===== src/rtl/gpio_irq_sense.sv =====
module gpio_irq_sense #(
  parameter int WIDTH  = 32,
  parameter int ADDR_W = 5
) (
  input  logic              clk,
  input  logic              rst_n,
  input  logic [WIDTH-1:0]  pin_in,
  input  logic              reg_wr,
  input  logic [ADDR_W-1:0] reg_addr,
  input  logic [WIDTH-1:0]  reg_wdata,
  output logic [WIDTH-1:0]  reg_rdata,
  output logic              irq
);

  localparam logic [ADDR_W-1:0] OFF_EN   = ADDR_W'(5'h00);
  localparam logic [ADDR_W-1:0] OFF_T0   = ADDR_W'(5'h04);
  localparam logic [ADDR_W-1:0] OFF_T1   = ADDR_W'(5'h08);
  localparam logic [ADDR_W-1:0] OFF_T2   = ADDR_W'(5'h0C);
  localparam logic [ADDR_W-1:0] OFF_STAT = ADDR_W'(5'h10);

  logic [WIDTH-1:0] enable_q, type0_q, type1_q, type2_q, status_q;
  logic [WIDTH-1:0] prev_q, hit, clr;

  wire wr_en = reg_wr && (reg_addr == OFF_EN);
  wire wr_t0 = reg_wr && (reg_addr == OFF_T0);
  wire wr_t1 = reg_wr && (reg_addr == OFF_T1);
  wire wr_t2 = reg_wr && (reg_addr == OFF_T2);

  assign clr = (reg_wr && (reg_addr == OFF_STAT)) ? reg_wdata : '0;

  for (genvar i = 0; i < WIDTH; i++) begin : g_bit
    logic h;
    always_comb begin
      unique case ({type1_q[i], type0_q[i]})
        2'b00:   h = prev_q[i] & ~pin_in[i];
        2'b01:   h = type2_q[i] ? (pin_in[i] ^ prev_q[i]) : (pin_in[i] & ~prev_q[i]);
        2'b10:   h = ~pin_in[i];
        default: h = pin_in[i];
      endcase
    end
    assign hit[i] = h;
  end

  always_ff @(posedge clk or negedge rst_n) begin
    if (!rst_n) begin
      enable_q <= '0;
      type0_q  <= '0;
      type1_q  <= '0;
      type2_q  <= '0;
      status_q <= '0;
      prev_q   <= '0;
    end else begin
      prev_q   <= pin_in;
      status_q <= (status_q & ~clr) | hit;
      if (wr_en) enable_q <= reg_wdata;
      if (wr_t0) type0_q  <= reg_wdata;
      if (wr_t1) type1_q  <= reg_wdata;
      if (wr_t2) type2_q  <= reg_wdata;
    end
  end

  always_comb begin
    unique case (reg_addr)
      OFF_EN:   reg_rdata = enable_q;
      OFF_T0:   reg_rdata = type0_q;
      OFF_T1:   reg_rdata = type1_q;
      OFF_T2:   reg_rdata = type2_q;
      OFF_STAT: reg_rdata = status_q;
      default:  reg_rdata = '0;
    endcase
  end

  assign irq = |(status_q & enable_q);

endmodule



===== config.mk =====
export PLATFORM = sky130hd
export DESIGN_NAME = gpio_irq_sense
export DESIGN_NICKNAME = d
export VERILOG_FILES = /design/src/rtl/gpio_irq_sense.sv
export SDC_FILE = /design/constraint.sdc
export NUM_CORES = 1
export LEC_CHECK = 0
export BUFFER_PORTS_ARGS = -buffer_cell sky130_fd_sc_hd__buf_4
export CORE_ASPECT_RATIO = 1.25
export CORE_MARGIN = 3
export CORE_UTILIZATION = 30
export DETAILED_ROUTE_END_ITERATION = 12
export REMOVE_ABC_BUFFERS = 1
export SYNTH_ARGS = -nofsm -noshare
export SYNTH_HDL_FRONTEND = slang
export SYNTH_SLANG_ARGS = --single-unit

===== constraint.sdc =====
create_clock -name clk -period 2.2 [get_ports clk]
set_input_delay 0.22 -clock clk [delete_from_list [all_inputs] [get_ports clk]]
set_output_delay 0.22 -clock clk [all_outputs]
set_load 0.1 [all_outputs]

### After elaboration in Yosys (flattened, before gate mapping)

Index checks and enable logic that the tools add are counted.

* register bits: 192
* bits of input ports: 72
* output and inout bits: 33

* equal/unequal tests: 68
* multiplexer cells: 66
* bitwise logic cells: 164
* reduce and logical (&&, ||, !) cells: 39

Operator list (count)
* case mux 32 bit (5 select lines): 1
* case mux 1 bit (3 select lines): 32
* bitwise AND 1 bit: 64
* bitwise AND 32 bit: 2
* == test 2 x 1 -> 1 bit, second input constant: 32
* == test 2 bit, second input constant: 32
* zero test 2 bit: 32
* inverter 1 bit: 64
* two-way mux 1 bit: 32
* two-way mux 32 bit: 1
* inverter 32 bit: 1
* OR 32 bit: 1
* OR reduction 32 bit: 1
* XOR 1 bit: 32
* == test 5 x 4 -> 1 bit, second input constant: 2
* == test 5 x 3 -> 1 bit, second input constant: 1
* == test 5 bit, second input constant: 1
* logical AND 1 bit: 5
* zero test 5 bit: 1

### Logic depth before layout (Yosys ltp)

Gate-level depths: netlist (run 1).

* word-level depth: 6
* gate-level depth with buffers: 6
* gate-level depth less buffers: 5

### Least setup slack after synthesis (run 1)

Ideal clock, no wire load.

* path kind: in2out
* start: in reg_addr[4]
* end: out reg_rdata[0]
* arrival: 2.029 ns
* data required time: 1.980 ns
* path slack: -0.049 ns
* stages on the path: 6
* cells stage by stage: buf_2 -> nor3_1 -> and2_1 -> clkbuf_1 -> clkbuf_1 -> a221o_1

* word-level cells in the longest chain between the ends: 2
* elaborated cells between the ends (all ways): 6

Ends and longest elaborated chain
* from (decl): line 9 `input logic [ADDR_W-1:0] reg_addr,`
* == test 5 bit, or another cell as far along: line 63 `unique case (reg_addr)`
* case mux 32 bit (5 select lines) *: line 63
* to (decl): line 11 `output logic [WIDTH-1:0] reg_rdata,`

Every way passes the cells marked *; elsewhere a longest branch is shown, timed or not.

### Worst setup path in the final report (run 1)

* start: reg status_q[1]
* end: out irq

* word-level cells in the longest chain between the ends: 2

Ends and longest elaborated chain
* from (decl): line 21 `logic [WIDTH-1:0] enable_q, type0_q, type1_q, type2_q, status_q;`
* from (signal assigned): line 54 `status_q <= (status_q & ~clr) | hit;`
* bitwise AND 32 bit: line 73 `assign irq = |(status_q & enable_q);`
* OR reduction 32 bit: line 73
* to (decl): line 12 `output logic irq`

Every way passes these cells.

==> metrics.md, run 1 <==
| Metric | Value |
|---|---|
| Status | finished, violations left |
| Die Wd | 172.8 um |
| Reg2reg end | status_q[4] |
| Mapped Cells | 875 |
| Clock slew seen by the registers of the worst setup and hold paths | 70 ps |
| EDFF count, synth | 0 |
| P_int | between 7 and 8 mW |
| CTS Buf Count | 17 |
| Layout area overhead | 24.34% |
| FMAX | 435.0 MHz |
| CP Cell Sequence | a22oi_2 > nand4_1 > or4_4 > buf_12 |
| R2R Setup Slk | 700 ps |
| Power Density | 767.2 mW/mm2 |
| CTS tree | built |
| RSZ-0062 raised after global routing | true |
| Async set-reset flop share out of synthesis | 100.0% |
| Number of routed nets with antenna violations | 0 |
| Fin worst setup slack | -98.63 ps |
| Reg2Reg Depth | 5 |
| Bufs on Longest Clock Path | 2 |
| Lkg Pwr | 6.046 nW |
| Overall Global Routing Usage | 14.90% |
| Core Rows | 75 |
| Die height | ~210 um |
| CP max FO | 2 |
| Clock share of power | 34.0% |
| IO buf count | 104 |
| DR vias | 7621 |
| Least-Margin Pin Slew | 472.2 ps |
| Post-DP Area | 0.01192 mm2 |
| DR WL/cell | ~19 um |
| VDD IR-drop max | roughly 0.52 mV |
| CP peak stage delay | 580 ps |
| First-pass GRT wire length | approximately 44 mm |
| Hold Path Class | in -> reg |
| Sw Share | 28.55% |
| # clock sinks | 192 |
| Final worst path period need | ~2300 ps |
| Pins Over Slew Limit | 0 |
| CTS H-tree depth | 4 |
| Final Hold Fails | 0 |
| Placer congestion estimate | 0.7628 |
| # IOs | 105 |
| Crit Path Category | reg -> out |
| Share of layout cells above drive strength 1 | 35.62% |
| Critical Path End Type | primary output |
| Initial DRC count | 478 |
| Diodes inserted | 0 |
| Fin util | 38.17% |
| Yosys Warn Count | 0 |
| Clk root buf | clkbuf_16 |
| Worst path slowest cell | or4_4 |
| Final instance area | 0.01297 mm2 |
| Comb pwr share | approximately a fifth |
| Vias in the first global route | 7660 |
| Worst setup path end | irq |
| Worst clock skew | 8.678 ps |
| Most common cell after layout, fill and taps aside | dfrtp_1 |
| Failing checks | setup timing |
| Sequential power share | 46.1% |
| Post-Route Setup TNS | -98.63 ps |
| Pin count of the biggest net entering global routing | 54 |
| Data required, critical path | 1980 ps |
| Synth Register Bits | approximately 190 |
| Core Area | 0.03397 mm2 |
| Fin nets | 1160 |
| Initial core utilization | between 30 and 40% |
| Psw | 2.841 mW |
| Setup crit start kind | flip-flop |
| Die ar. | 0.03705 mm2 |
| Final setup viols | 1 |
| Clock Latency Late Sink | roughly 430 ps |
| DR pass1 iterations | 4 |
| Main synth FF type | dfrtp_1 |
| Most frequent cells in the layout | dfrtp_1, mux2_2, buf_4 |
| Critical register-to-register path startpoint | prev_q[4] |
| DRC viols | 0 |
| Via density per instance | approximately 5.1 |
| Crit path from | status_q[1] |
| Period utilization | 104.5% |
| Aggregate global routing overflow | 0 |
| Antenna violations before repair | 3 |
| Max Cap Viol | 0 |
| Register area share after synthesis | 46.07% |
| Distinct cell type count after synthesis | 28 |
| Post-Route WL | 27.75 mm |
| Worst EP arrival | between 2000 and 2500 ps |
| Netlist Area Pre-Place | 0.01043 mm2 |
| DP Wirelength | 19.38 mm |
| Avg Inst Size Synth | 11.92 um2 |
| Worst slew margin | 68.52% |
cells in the mapped netlist, types with 3 or more instances:
library cell | count | share of area [%]
mux2_1 | 4 | 0.43
mux2_2 | 156 | 17
buf_2 | 16 | 0.77
or2_2 | 32 | 1.9
nand4_1 | 4 | 0.24
nand2_1 | 64 | 2.3
a32o_1 | 32 | 3.1
a221o_1 | 32 | 3.1
clkbuf_1 | 18 | 0.65
and2_1 | 3 | 0.18
inv_1 | 64 | 2.3
a311o_1 | 32 | 3.1
dfrtp_1 | 192 | 46
buf_4 | 7 | 0.50
a22oi_1 | 16 | 1.2
xor2_1 | 32 | 2.7
nor2b_1 | 33 | 2.0
nand3_1 | 34 | 1.6
a22o_1 | 32 | 2.7
ha_1 | 64 | 7.7
power by group through the flow:
| stage | Combinational, mW | Clock (mW) | Sequential [mW] |
|---|---|---|---|
| floorplan | 1.38 | 0 | 4.45 |
| global placement | 1.89 | 0 | 4.62 |
| detailed placement | 1.93 | 0 | 4.63 |
| CTS | 2.00 | 3.47 | 4.57 |
| global route | 2.18 | 3.61 | 4.66 |
| finish | 1.97 | 3.39 | 4.59 |
layer usage:
layer / vias up / routed length [um] / global-route usage (%)
met5: - / 34 / 0
met4: 6 / 761 / 5.976
met3: 43 / 1262 / 3.277
met2: 157 / 13850 / 25.64
met1: 3919 / 11840 / 18.13
li1: 3496 / - / -
registers in the layout (all words and copies together) (netlist names):
signal,count
status_q,32
type2_q,32
type1_q,32
prev_q,32
enable_q,32
type0_q,32
area by class of cell:
cell class	instances	area (um2)
Clock inverter	13	211.5
Fill cell	3324	21000
Tap cell	462	578.1
Clock buffer	18	429.2
Multi-Input combinational cell	577	5220
Inverter	64	240.2
Sequential cell	192	4806
Timing Repair Buffer	172	1483
per-stage QoR:
step	hold WS, ps	cells	total power, mW	setup WS [ps]
2_1_floorplan	-75.59	833	5.836	-908.8
3_3_place_gp	224.8	1432	6.513	119.6
3_5_place_dp	224.7	1432	6.563	117.9
4_1_cts	29.29	1498	10.04	-126.9
5_1_grt	40.53	1498	10.45	-152.7
6_report	48.52	1498	9.948	-98.63
kinds of logic (layout without fill, tap and decap cells):
| kind of cell | after synthesis | in the layout | synth area share, % |
|---|---|---|---|
| adders and majority gates | 64 | 64 | 7.678 |
| xor gates and xnor gates | 32 | 32 | 2.687 |
| AOI/OAI and AO/OA | 144 | 144 | 13.05 |
| buffers and inverters | 106 | 267 | 4.259 |
| DFF | 192 | 192 | 46.07 |
| and+or+nand+nor | 177 | 177 | 8.974 |
| muxes | 160 | 160 | 17.28 |
worst min-delay path by stage:
stage                        from          end  slack (ps)  cells past startpoint
finish               reg_wdata[7]   type2_q[7]          50                      2
CTS                  reg_wdata[7]   type2_q[7]          30                      2
global placement            rst_n   prev_q[27]         220                      1
floorplan                   rst_n  enable_q[0]         -80                      0
global route        reg_wdata[21]  type2_q[21]          40                      2
detailed placement          rst_n   prev_q[27]         220                      1
worst max-delay path: cells and delay by family, from the launching register on:
family                 cells  cell delay (ps)
AND/OR/NAND/NOR            2              810
flip-flops                 1              400
AO/OA/AOI/OAI              1              240
buffers and inverters      1              190
timing repair:
item / 4_1_cts / 5_1_grt
gates cloned: 0 / 0
pin swaps: 4 / 1
endpoints found under the hold margin: 80 / 0
hold buffers: 33 / 0
resized for setup: 8 / 6
endpoints found under the setup margin: 1 / 6
buffers inserted: 2 / 0
Power figures use the tool's default switching activity.
==> run 2, diff against run 1 <==
==> constraint.sdc (replaced) <==
create_clock -name clk -period 2.2 [get_ports clk]
set_input_delay 0.44 -clock clk [delete_from_list [all_inputs] [get_ports clk]]
set_output_delay 0.44 -clock clk [all_outputs]
set_load 0.1 [all_outputs]
==> run 2 against run 1 <==
The flow still finishes with violations (setup timing). Sequential power fell by 3%. Final cell count rose by 5.6%. Register-to-register slack got worse by 60 ps. Utilization increased by 3.5 points. Design area rose by 9.2%. Non-clock buffer count up 83. Clock-buffer cell count increased by 1. Power grew 5.3%. Critical path type unchanged. Critical endpoint unchanged.
==> metrics.md, run 2 (synthesis gave the netlist of run 1 again) <==
| Metric | Value |
|---|---|
| Status | finished, violations left |
| Failing checks | setup timing |
| Final setup viols | 33 (+32) |
| Final Hold Fails | 0 (unchanged) |
| First-pass GRT wire length | 48.16 mm (+9.8%) |
| Core Area | 0.03397 mm2 (unchanged) |
| Bufs on Longest Clock Path | 2 (unchanged) |
| Power Density | 740.1 mW/mm2 (-3.5%) |
| Diodes inserted | 0 (unchanged) |
| Placer congestion estimate | 0.8024 (+5.2%) |
| Data required, critical path | 1760 ps (-220 ps) |
| Initial core utilization | 30.70% (unchanged) |
| Least-Margin Pin Slew | 532.0 ps (+59.85 ps) |
| Final worst path period need | 2570 ps (+271.1 ps) |
| Pins Over Slew Limit | 0 (unchanged) |
| Setup crit start kind | flip-flop |
| Critical Path End Type | primary output |
| Fin util | 41.68% (+3.5 points) |
| Lkg Pwr | 6.693 nW (+11%) |
| Number of routed nets with antenna violations | 0 (unchanged) |
| Clock slew seen by the registers of the worst setup and hold paths | 70 ps (about the same) |
| Fin worst setup slack | -369.7 ps (-271.1 ps) |
| DR WL/cell | 19.49 um (+5.2%) |
| Die Wd | 172.8 um (unchanged) |
| DR pass1 iterations | 4 (unchanged) |
| Worst clock skew | 7.685 ps (-0.9925 ps) |
| Cells after DPL | 1465 (+2.3%) |
| Die ar. | 0.03705 mm2 (unchanged) |
| Layout area overhead | 35.75% |
| DRC viols | 0 (unchanged) |
| CTS tree | built |
| Pre-CTS setup slack | -507.6 ps (-625.5 ps) |
| CTS Buf Count | 17 (unchanged) |
| Clock Latency Late Sink | 450 ps (+20 ps) |
| Period utilization | 116.8% (+12 points) |
| Most common cell after layout, fill and taps aside | buf_4 |
| Crit Path Category | reg -> out |
| Antenna violations before repair | 2 (-1) |
| Fin cells | 1582 (+5.6%) |
| IO buf count | 104 (unchanged) |
| # IOs | 105 (unchanged) |
| Clk root buf | clkbuf_16 |
| VDD IR-drop max | 0.5217 mV (-0.36%) |
| Fin nets | 1243 (+7.2%) |
| Share of layout cells above drive strength 1 | 43.84% (+8.2 points) |
| Via density per instance | 5.057 (-0.60%) |
| Post-Route WL | 30.84 mm (+11%) |
| DR vias | 8000 (+5.0%) |
| CP max FO | 2 (unchanged) |
| # clock sinks | 192 (unchanged) |
| Worst EP arrival | 2130 ps (+50 ps) |
| Hold Path Class | in -> reg |
| Worst slew margin | 64.53% (-4.0 points) |
| Initial DRC count | 520 (+8.8%) |
| Pin count of the biggest net entering global routing | 56 (+3.7%) |
| Max Cap Viol | 0 (unchanged) |
| FMAX | 389.1 MHz (-11%) |
| Die height | 214.5 um (unchanged) |
| Aggregate global routing overflow | 0 (unchanged) |
| Overall Global Routing Usage | 16.71% (+1.8 points) |
| DP Wirelength | 19.69 mm (+1.6%) |
| Vias in the first global route | 8389 (+9.5%) |
| Most frequent cells in the layout | buf_4, dfrtp_1, mux2_2 |
| CTS H-tree depth | 4 (unchanged) |
| Core Rows | 75 (unchanged) |
| RSZ-0062 raised after global routing | true |
-- run 2: layout make-up --
cell class / count / area (um2)
fillers: 3227 / 19810
multi-input cells: 577 / 5315
flip-flops and latches: 192 / 4807
repair buffers: 255 / 2610
well taps: 462 / 578.1
clock buffers: 19 / 452.9
inverters: 64 / 240.2
clock inverters: 13 / 153.9
-- run 2: worst paths after layout --
path	endpoint	slack (ps)	from	cells past startpoint
setup / recovery	irq	-370	enable_q[1]	4
hold / removal	prev_q[15]	120	pin_in[15]	1
setup reg to reg	status_q[1]	640	type2_q[1]	5
hold reg to reg	status_q[10]	540	status_q[10]	1
max in group asynchronous	type0_q[24]	1020	rst_n	3
min in group asynchronous	prev_q[27]	530	rst_n	2
-- run 2: per-stage QoR --
step	total power, mW	cell area [um2]	hold WS (ps)	setup TNS, ps
6_report	10.48	14160	123.3	-2018
5_1_grt	10.99	14160	101.5	-3859
4_1_cts	10.46	14030	93.56	-2991
3_5_place_dp	6.688	12300	455.2	-14300
3_3_place_gp	6.621	12300	455.5	-11010
2_1_floorplan	5.836	10220	144.4	-104940
-- run 2: worst max-delay path: stages, from the launching register on --
cell and delay [ps]:
dfrtp_1 390, a22oi_2 280, nand4_1 230, or4_4 580
buf_12 190
-- run 2: repair_timing --
item	CTS	global route
setup endpoints to repair	33	33
resized for setup	138	6
hold buffers	1	0
cloned	4	0
pin swaps	36	6
endpoints found under the hold margin	44	0
buffers inserted	64	17
-- run 2: power breakdown --
| part | leakage, nW | internal (mW) | switching [mW] |
|---|---|---|---|
| Clock | 0.284 | 1.76 | 1.48 |
| Combinational | 4.12 | 1.57 | 1.24 |
| Sequential | 2.29 | 4.03 | 0.397 |
-- run 2: layer usage --
metal / part of all wire, % / track usage, %
met1: 42 / 19.71
met2: 51 / 29.52
met3: 3.8 / 3.649
met4: 3.1 / 6.706
met5: 0.078 / 0
==> run 3, diff against run 2 <==
CTS_CLUSTER_DIAMETER = 200   (was unset)
PLACE_DENSITY = 0.54   (was unset)
==> run 3 against run 2 <==
The flow still finishes with violations (setup timing). Setup slack gained 120 ps. Power shrank 0.24%. Via count shrank 0.88%. Global-route usage shrank 0.14 points. Sequential cell count is the same. Die area is the same. Final cell count shrank 0.82%.
==> metrics.md, run 3 (synthesis gave the netlist of run 1 again) <==
| Metric | Value |
|---|---|
| Power Density | 738.8 mW/mm2 (-0.18%) |
| CP max FO | 2 (unchanged) |
| Fin nets | 1230 (-1.0%) |
| Initial DRC count | 422 (-19%) |
| Post-DP Area | 0.01211 mm2 (-1.5%) |
| Initial core utilization | 30.70% (unchanged) |
| FMAX | 407.6 MHz (+4.7%) |
| Clk root buf | clkbuf_16 |
| Critical register-to-register path startpoint | type2_q[8] |
| Clock share of power | 31.3% (+0.4 points) |
| CP peak stage delay | 550 ps (-30 ps) |
| Aggregate global routing overflow | 0 (unchanged) |
| Worst path slowest cell | or4_4 |
| Fin worst setup slack | -253.5 ps (+116.2 ps) |
| Via density per instance | 5.054 (about the same) |
| Clock slew seen by the registers of the worst setup and hold paths | 80 ps (about the same) |
| Placer congestion estimate | 0.7725 (-3.7%) |
| Period utilization | 111.5% (-5.3 points) |
| Crit Path Category | reg -> out |
| Cell family with most CP delay | simple AND/OR/NAND/NOR gates |
| Lkg Pwr | 6.663 nW (-0.46%) |
| Psw | 3.068 mW (-1.6%) |
| DP Wirelength | 19.48 mm (-1.1%) |
| CTS Buf Count | 17 (unchanged) |
| Share of layout cells above drive strength 1 | 43.22% (-0.62 points) |
| Least-Margin Pin Slew | 499.3 ps (-32.77 ps) |
| Comb pwr share | 26.2% (-0.6 points) |
| Worst EP arrival | 2010 ps (-120 ps) |
| # IOs | 105 (unchanged) |
| Crit path from | status_q[28] |
| Most frequent cells in the layout | dfrtp_1, buf_4, mux2_2 |
| Worst slew margin | 66.72% (+2.2 points) |
| Sw Share | 29.35% (-0.39 points) |
| Overall Global Routing Usage | 16.57% (-0.14 points) |
| Bufs on Longest Clock Path | 2 (unchanged) |
| Final setup viols | 33 (unchanged) |
| DR pass1 iterations | 5 (+1) |
| CTS H-tree depth | 4 (unchanged) |
| Vias in the first global route | 8348 (-0.49%) |
| Critical path depth | 4 (unchanged) |
| Max Cap Viol | 0 (unchanged) |
| Post-Route WL | 30.69 mm (-0.49%) |
| Failing checks | setup timing |
| DR vias | 7930 (-0.88%) |
| Buf+Inv Stages, Crit Path | 1 (unchanged) |
| Fin util | 41.65% (about the same) |
| Pin count of the biggest net entering global routing | 54 (-3.6%) |
| Final Hold Fails | 0 (unchanged) |
| Final worst path period need | 2453 ps (-116.2 ps) |
| # clock sinks | 192 (unchanged) |
| Most common cell after layout, fill and taps aside | dfrtp_1 |
| Core Rows | 75 (unchanged) |
| Die ar. | 0.03705 mm2 (unchanged) |
| DRC viols | 0 (unchanged) |
| Setup crit start kind | flip-flop |
| CTS tree | built |
| Hold Path Class | in -> reg |
| Status | finished, violations left |
| WHS | 116.4 ps (-6.882 ps) |
| Data required, critical path | 1760 ps (about the same) |
| Clock Latency Late Sink | 460 ps (about the same) |
| VDD IR-drop max | 0.4835 mV (-7.3%) |
| Critical Path End Type | primary output |
| Cells after DPL | 1445 (-1.4%) |
| Reg2Reg Depth | 5 (unchanged) |
| IO buf count | 104 (unchanged) |
| P_int | 7.385 mW (+0.31%) |
| CP Cell Sequence | a22oi_2 > nand4_1 > or4_4 > buf_12 |
| R2R Setup Slk | 640 ps (about the same) |
| First-pass GRT wire length | 47.89 mm (-0.56%) |
| Layout area overhead | 35.67% (about the same) |
| Final instance area | 0.01415 mm2 (about the same) |
| Core Area | 0.03397 mm2 (unchanged) |
| Worst clock skew | 12.28 ps (+4.593 ps) |
| Number of routed nets with antenna violations | 0 (unchanged) |
| Die height | 214.5 um (unchanged) |
| Reg2reg end | status_q[8] |
| Worst Hold Depth | 1 (unchanged) |
| Worst setup path end | irq |
| Die Wd | 172.8 um (unchanged) |
| Antenna violations before repair | 1 (-1) |
| Sequential power share | 42.6% (+0.3 points) |
| Post-Route Setup TNS | -2280 ps (-262.2 ps) |
| DR WL/cell | 19.56 um (+0.33%) |
| Fin cells | 1569 (-0.82%) |
| RSZ-0062 raised after global routing | true |
| Pins Over Slew Limit | 0 (unchanged) |
-- run 3: cell types whose count changed in the layout (fill, tap and decap cells not counted), sizes merged --
| cell | before | now |
|---|---|---|
| buf | 253 | 236 |
| clkbuf | 20 | 23 |
| clkinv | 4 | 2 |
| bufbuf | 0 | 1 |
| bufinv | 2 | 3 |
| diode | 0 | 1 |
-- run 3: power groups by stage --
stage               Clock (mW)  Combinational (mW)  Sequential (mW)
floorplan                    0                1.38             4.45
global placement             0                1.93             4.63
detailed placement           0                1.98             4.63
CTS                       3.35                2.63             4.43
global route              3.48                2.98             4.51
finish                    3.27                2.73             4.45
-- run 3: what timing repair did --
| action | 4_1_cts | 5_1_grt |
|---|---|---|
| cloned | 5 | 3 |
| hold buffers | 1 | 0 |
| setup buffers | 63 | 20 |
| pin swaps | 25 | 24 |
| resized for setup | 128 | 19 |
| endpoints found under the setup margin | 33 | 33 |
| hold endpoints to repair | 47 | 0 |
-- run 3: final cells by class --
type                       instances  area [um2]
fill                            3241       19820
multi-input combinational        577        5335
sequential                       192        4805
timing repair buffer             242        2589
tap                              462       578.1
clock buffer                      19       442.9
inverter                          64       240.2
clock inverter                    12       156.4
antenna                            1       2.502
-- run 3: per-layer routing --
layer  vias to the layer above  global-route usage (%)  wire (um)
li1                       3635                       -          -
met1                      4035                   19.96      12940
met2                       206                   28.45      15210
met3                        54                   2.940       1353
met4                         0                   8.356       1183
met5                         -                       0          0
-- run 3: worst min path at each step --
stage	startpoint	to
2_1_floorplan	rst_n	enable_q[0]
3_3_place_gp	rst_n	prev_q[27]
3_5_place_dp	rst_n	prev_q[27]
4_1_cts	pin_in[6]	prev_q[6]
5_1_grt	pin_in[15]	prev_q[15]
6_report	pin_in[6]	prev_q[6]
-- run 3: metrics by stage --
| step | power (mW) | worst slack, ps |
|---|---|---|
| 3_3_place_gp | 6.558 | -175.6 |
| 4_1_cts | 10.41 | -325.8 |
| 2_1_floorplan | 5.836 | -1349 |
| 3_5_place_dp | 6.603 | -208.0 |
| 6_report | 10.45 | -253.5 |
| 5_1_grt | 10.97 | -321.1 |
